<file path="src/rtl/lpc_pkg.sv">
package lpc_pkg;
    typedef enum logic [2:0] {
        ST_IDLE   = 3'd0,
        ST_SCAN   = 3'd1,
        ST_SELECT = 3'd2,
        ST_VERIFY = 3'd3,
        ST_DONE   = 3'd4,
        ST_FAIL   = 3'd5
    } cal_state_t;
endpackage

</file>
<file path="src/rtl/lane_match.sv">
// Compares every lane against the training word; reports whether all agree.
module lane_match #(
    parameter int               NUM_CH     = 108,
    parameter int               WORD_W     = 8,
    parameter logic [WORD_W-1:0] TRAIN_WORD = '0
) (
    input  logic [NUM_CH*WORD_W-1:0] rx_words,
    output logic                     all_ok
);
    logic [NUM_CH-1:0] hit;

    for (genvar c = 0; c < NUM_CH; c++) begin : g_lane
        assign hit[c] = (rx_words[c*WORD_W +: WORD_W] == TRAIN_WORD);
    end

    assign all_ok = &hit;
endmodule

</file>
<file path="src/rtl/window_pick.sv">
// Finds the longest contiguous run of passing taps and its centre.
module window_pick #(
    parameter int NUM_TAPS = 16,
    parameter int TAP_W    = 4,
    parameter int LEN_W    = 5
) (
    input  logic [NUM_TAPS-1:0] win,
    output logic [LEN_W-1:0]    best_len,
    output logic [TAP_W-1:0]    centre
);
    logic [LEN_W-1:0] run_len;
    logic [TAP_W-1:0] run_st;
    logic [TAP_W-1:0] best_st;

    always_comb begin
        run_len  = '0;
        run_st   = '0;
        best_len = '0;
        best_st  = '0;
        for (int t = 0; t < NUM_TAPS; t++) begin
            if (win[t]) begin
                if (run_len == '0) begin
                    run_st = TAP_W'(t);
                end
                run_len = run_len + LEN_W'(1);
                if (run_len > best_len) begin
                    best_len = run_len;
                    best_st  = run_st;
                end
            end else begin
                run_len = '0;
            end
        end
        centre = best_st + TAP_W'((best_len - LEN_W'(1)) >> 1);
    end
endmodule

</file>
<file path="src/rtl/lane_phase_calibrator.sv">
module lane_phase_calibrator
    import lpc_pkg::*;
#(
    parameter int                NUM_CH     = 108,
    parameter int                WORD_W     = 8,
    parameter logic [WORD_W-1:0] TRAIN_WORD = 8'hA5,
    parameter int                NUM_TAPS   = 16,
    parameter int                DWELL      = 8,
    parameter int                VERIFY_LEN = 256,
    localparam int               TAP_W      = $clog2(NUM_TAPS),
    localparam int               LEN_W      = $clog2(NUM_TAPS + 1),
    localparam int               VERR_W     = $clog2(VERIFY_LEN + 1)
) (
    input  logic                     clk,
    input  logic                     rst_n,
    input  logic                     start,
    input  logic [NUM_CH*WORD_W-1:0] rx_words,
    output logic [TAP_W-1:0]         delay_sel,
    output logic [TAP_W-1:0]         chosen_tap,
    output logic [LEN_W-1:0]         win_width,
    output logic [VERR_W-1:0]        verr_cnt,
    output logic                     no_window,
    output logic                     busy,
    output logic                     done,
    output logic                     fail,
    output logic [2:0]               cal_state
);
    localparam int DW_W   = (DWELL > 1) ? $clog2(DWELL) : 1;
    localparam int VCNT_W = (VERIFY_LEN > 1) ? $clog2(VERIFY_LEN) : 1;

    cal_state_t          state_q, state_d;
    logic [TAP_W-1:0]    scan_tap_q;
    logic [DW_W-1:0]     dwell_q;
    logic [VCNT_W-1:0]   vcnt_q;
    logic [NUM_TAPS-1:0] win_q;
    logic [TAP_W-1:0]    applied_q;
    logic [LEN_W-1:0]    width_q;
    logic [VERR_W-1:0]   verr_q;
    logic                nowin_q;

    logic                all_ok;
    logic [LEN_W-1:0]    best_len;
    logic [TAP_W-1:0]    centre;
    logic                tap_last, dwell_last, vec_last, idle_like;
    logic [VERR_W-1:0]   verr_next;

    lane_match #(
        .NUM_CH     (NUM_CH),
        .WORD_W     (WORD_W),
        .TRAIN_WORD (TRAIN_WORD)
    ) u_match (
        .rx_words (rx_words),
        .all_ok   (all_ok)
    );

    window_pick #(
        .NUM_TAPS (NUM_TAPS),
        .TAP_W    (TAP_W),
        .LEN_W    (LEN_W)
    ) u_pick (
        .win      (win_q),
        .best_len (best_len),
        .centre   (centre)
    );

    assign tap_last   = (scan_tap_q == TAP_W'(NUM_TAPS - 1));
    assign dwell_last = (dwell_q == DW_W'(DWELL - 1));
    assign vec_last   = (vcnt_q == VCNT_W'(VERIFY_LEN - 1));
    assign idle_like  = (state_q == ST_IDLE) || (state_q == ST_DONE) || (state_q == ST_FAIL);
    assign verr_next  = verr_q + VERR_W'(!all_ok);

    // State register
    always_ff @(posedge clk or negedge rst_n) begin
        if (!rst_n) begin
            state_q <= ST_IDLE;
        end else begin
            state_q <= state_d;
        end
    end

    // Next-state decision
    always_comb begin
        state_d = state_q;
        unique case (state_q)
            ST_IDLE, ST_DONE, ST_FAIL: begin
                if (start) state_d = ST_SCAN;
            end
            ST_SCAN: begin
                if (dwell_last && tap_last) state_d = ST_SELECT;
            end
            ST_SELECT: begin
                state_d = (best_len == '0) ? ST_FAIL : ST_VERIFY;
            end
            ST_VERIFY: begin
                if (vec_last) state_d = (verr_next == '0) ? ST_DONE : ST_FAIL;
            end
            default: state_d = ST_IDLE;
        endcase
    end

    // Scan, selection and verify datapath
    always_ff @(posedge clk or negedge rst_n) begin
        if (!rst_n) begin
            scan_tap_q <= '0;
            dwell_q    <= '0;
            vcnt_q     <= '0;
            win_q      <= '0;
            applied_q  <= '0;
            width_q    <= '0;
            verr_q     <= '0;
            nowin_q    <= 1'b0;
        end else begin
            if (idle_like) begin
                if (start) begin
                    scan_tap_q <= '0;
                    dwell_q    <= '0;
                    win_q      <= '1;
                    width_q    <= '0;
                    verr_q     <= '0;
                    nowin_q    <= 1'b0;
                end
            end else if (state_q == ST_SCAN) begin
                if (!all_ok) win_q[scan_tap_q] <= 1'b0;
                if (dwell_last) begin
                    dwell_q <= '0;
                    if (!tap_last) scan_tap_q <= scan_tap_q + TAP_W'(1);
                end else begin
                    dwell_q <= dwell_q + DW_W'(1);
                end
            end else if (state_q == ST_SELECT) begin
                vcnt_q <= '0;
                if (best_len == '0) begin
                    nowin_q <= 1'b1;
                end else begin
                    applied_q <= centre;
                    width_q   <= best_len;
                end
            end else if (state_q == ST_VERIFY) begin
                verr_q <= verr_next;
                vcnt_q <= vcnt_q + VCNT_W'(1);
            end
        end
    end

    // Outputs
    always_comb begin
        delay_sel  = (state_q == ST_SCAN) ? scan_tap_q : applied_q;
        chosen_tap = applied_q;
        win_width  = width_q;
        verr_cnt   = verr_q;
        no_window  = nowin_q;
        busy       = (state_q == ST_SCAN) || (state_q == ST_SELECT) || (state_q == ST_VERIFY);
        done       = (state_q == ST_DONE);
        fail       = (state_q == ST_FAIL);
        cal_state  = state_q;
    end
endmodule

</file>
<file path="config.mk">
export PLATFORM = sky130hd
export DESIGN_NAME = lane_phase_calibrator
export DESIGN_NICKNAME = d
export VERILOG_FILES = /design/src/rtl/lpc_pkg.sv /design/src/rtl/lane_match.sv /design/src/rtl/window_pick.sv /design/src/rtl/lane_phase_calibrator.sv
export SDC_FILE = /design/constraint.sdc
export NUM_CORES = 1
export LEC_CHECK = 0
export ABC_AREA = 1
export BUFFER_PORTS_ARGS = -buffer_cell sky130_fd_sc_hd__buf_2
export CAP_MARGIN = 20
export CORE_AREA = 2 2 353 355
export CTS_CLUSTER_DIAMETER = 60
export DETAILED_ROUTE_END_ITERATION = 10
export DIE_AREA = 0 0 355 357
export HOLD_SLACK_MARGIN = 0.05
export SLEW_MARGIN = 20
export SYNTH_ARGS = -nofsm -noshare
export SYNTH_HDL_FRONTEND = slang
export SYNTH_SLANG_ARGS = --single-unit
export TNS_END_PERCENT = 50
</file>
<file path="constraint.sdc">
create_clock -name clk -period 18.6 [get_ports clk]
set_clock_uncertainty 0.05 [all_clocks]
set_input_delay 0.93 -clock clk [delete_from_list [all_inputs] [get_ports clk]]
set_output_delay 0.93 -clock clk [all_outputs]
set_load 0.05 [all_outputs]
</file>
==> run metrics <==
mapped cell area 10360 µm²; Starting Density 8.426%; main flop type after synthesis dfrtp_1; Vias 15368; cell taking the most area after synthesis inv_1; initial antenna violation count 21; Post-synth EDFFs 0; Pins Over Slew Limit 0; max incr delay on CP 460 ps; die area 126700 µm²; H-tree lvl count 2; # setup viols final 0; die width 355 µm; synthesis-stage register bit count 53; post-synthesis compound-gate area fraction 10.66%; asr flop ratio synth 100.0%; syn avg cell area 5.716 µm²; Max-cap violations 0; I/O pin total 896; Crit Path Category flop to flop; CP required 18790 ps; wire length per cell 14.26 µm; Crit-path slowest cell dfrtp_2; CTS max path bufs 2; ratio of final minimum period to clock period 91.77%; largest family of logic cells by synthesized area simple AND/OR/NAND/NOR gates; CP Capture Type flop; post-route cell area 17320 µm²; CP Max Fanout 12; top-area cell type share of the netlist area 21.66%; TritonCTS clock tree done; synth top area cells inv_1 22%, nand4_1 14%, dfrtp_1 13%, nand2_1 10%, ha_1 9.7%; Hold Vio Cnt, Final 0; simple-gate area share of the yosys netlist 42.27%; max frequency 58.59 MHz; post-synthesis cell count 1813; XOR/XNOR Fraction of Synth Area 0.9296%; crit-path most repeated cell nand2_1; GPL Wtd Cong 0.9271; Final WS setup 1531 ps; # nets final 3676; Final min period 17070 ps; CP arrival 17260 ps; Slew HR 24.62%; status finished, final reports clean; min-delay worst type flop to flop; Root Driver clkbuf_16; detailed placement HPWL 56800 µm; vias in the first global route 14369; first-pass GRT wire length 85530 µm; Area growth syn-to-layout 67.08%; TritonCTS Buffers 5; post-synthesis sequential area ratio 12.80%; pin slew with the least headroom to its limit 1120 ps; drt via density 3.518; Synth Area in Adders 9.852%; die height 357 µm; Final ANT Viol Nets 0; largest net degree at the start of global routing 54; post-place setup slack -252.4 ps; drt drc 0; Total Routing Usage GR 8.958%; Starting DRT DRC Count 746; clk slew on worst S/H paths 70 ps; gr ovfl total 0; # hold bufs at CTS 0; post-synthesis mux area share 0%; Yosys cell types 54; Synth Warn # 0; most common cell in the netlist inv_1; IO Port Bufs 895; startpoint types flop; TritonCTS Sinks 53; area post-placement 16850 µm²; Cell Rows 129; WL final 62290 µm; DRT Pass-1 Iters 5; core area 123000 µm²; clk_lat worst skew 300 ps; ratio of cells with drive above 1 in the final layout 39.04%; synth cell count leaders 598 x inv_1, 282 x nand2_1, 226 x nand4_1, 88 x o21ai_0, 81 x nand3_1
## cell families after synthesis
| family | count (synthesis) |
|---|---|
| AOI/OAI and AO/OA | 194 |
| xor gates and xnor gates | 11 |
| adders and majority gates | 81 |
| buffers and inverters | 638 |
| DFF | 53 |
| other | 2 |
| and+or+nand+nor | 834 |
## state kept, by name, summed over array words and instances (netlist names)
name / count
verr_cnt: 9
win_width: 5
cal_state: 3
no_window: 1
scan_tap_q: 4
dwell_q: 3
vcnt_q: 8
chosen_tap: 4
win_q: 16
## metal layers
layer	GRT usage [%]	up-vias	wire, µm
met5	0	-	100
met4	2.169	18	1619
met3	2.459	94	5501
met2	16.08	714	30540
met1	10.47	6852	24520
li1	-	7690	-
## timing repair
action	CTS	global route
buffers inserted	0	22
resized for setup	5	47
cloned	0	1
pin swaps	0	5
endpoints found under the setup margin	2	12
## worst max-delay path: cells and delay by family (launching register included)
kind / cells / cell delay (ps)
AND/OR/NAND/NOR: 72 / 6480
XOR/XNOR: 2 / 360
flip-flops: 1 / 460
adder cells (fa/ha/maj): 15 / 4140
AO/OA/AOI/OAI: 21 / 2660
buffers and inverters: 32 / 2840
## layout by cell type, fill, tap and decap left out, types with 32 or more instances in the layout
cell type and instances:
buf_2 895, inv_1 585, nand2_1 275, nand4_1 226
o21ai_0 84, nand3_1 78, ha_1 78, nor2_1 64
nor4_1 58, dfrtp_1 52, a21oi_1 40, nand2_2 32
## area by class of cell
class                   count  area [µm²]
well taps                1637        2048
fillers                 14343      105700
flip-flops and latches     53        1328
clock buffers               5       125.1
inverters                 620        2336
diodes                      4       10.01
repair inverters            1       5.005
repair buffers            922        4682
clock inverters             2       35.03
multi-input cells        1125        6746
## path summary, 6_finish.rpt
check | slack, ps | end | cells past startpoint | start
worst max-delay path | 1530 | chosen_tap[3] | 142 | win_q[1]
worst min-delay path | 430 | no_window | 2 | no_window
worst max register to register | 1530 | chosen_tap[3] | 142 | win_q[1]
worst min register to register | 430 | no_window | 2 | no_window
max in group asynchronous | 17290 | win_q[1] | 2 | rst_n
min in group asynchronous | 700 | vcnt_q[4] | 2 | rst_n
## per-stage QoR
stage	instances	hold WS [ps]	utilization [%]	TNS (ps)
global placement	4335	408.3	13.70	0
floorplan	1816	417.9	-	0
detailed placement	4335	419.4	13.70	-254.7
global route	4369	454.6	14.08	-220.5
CTS	4342	439.4	13.84	0
finish	4369	433.1	14.08	0
Power is not shown: default switching activity piles up to over one toggle a cycle in this logic, so the estimate is an artifact.
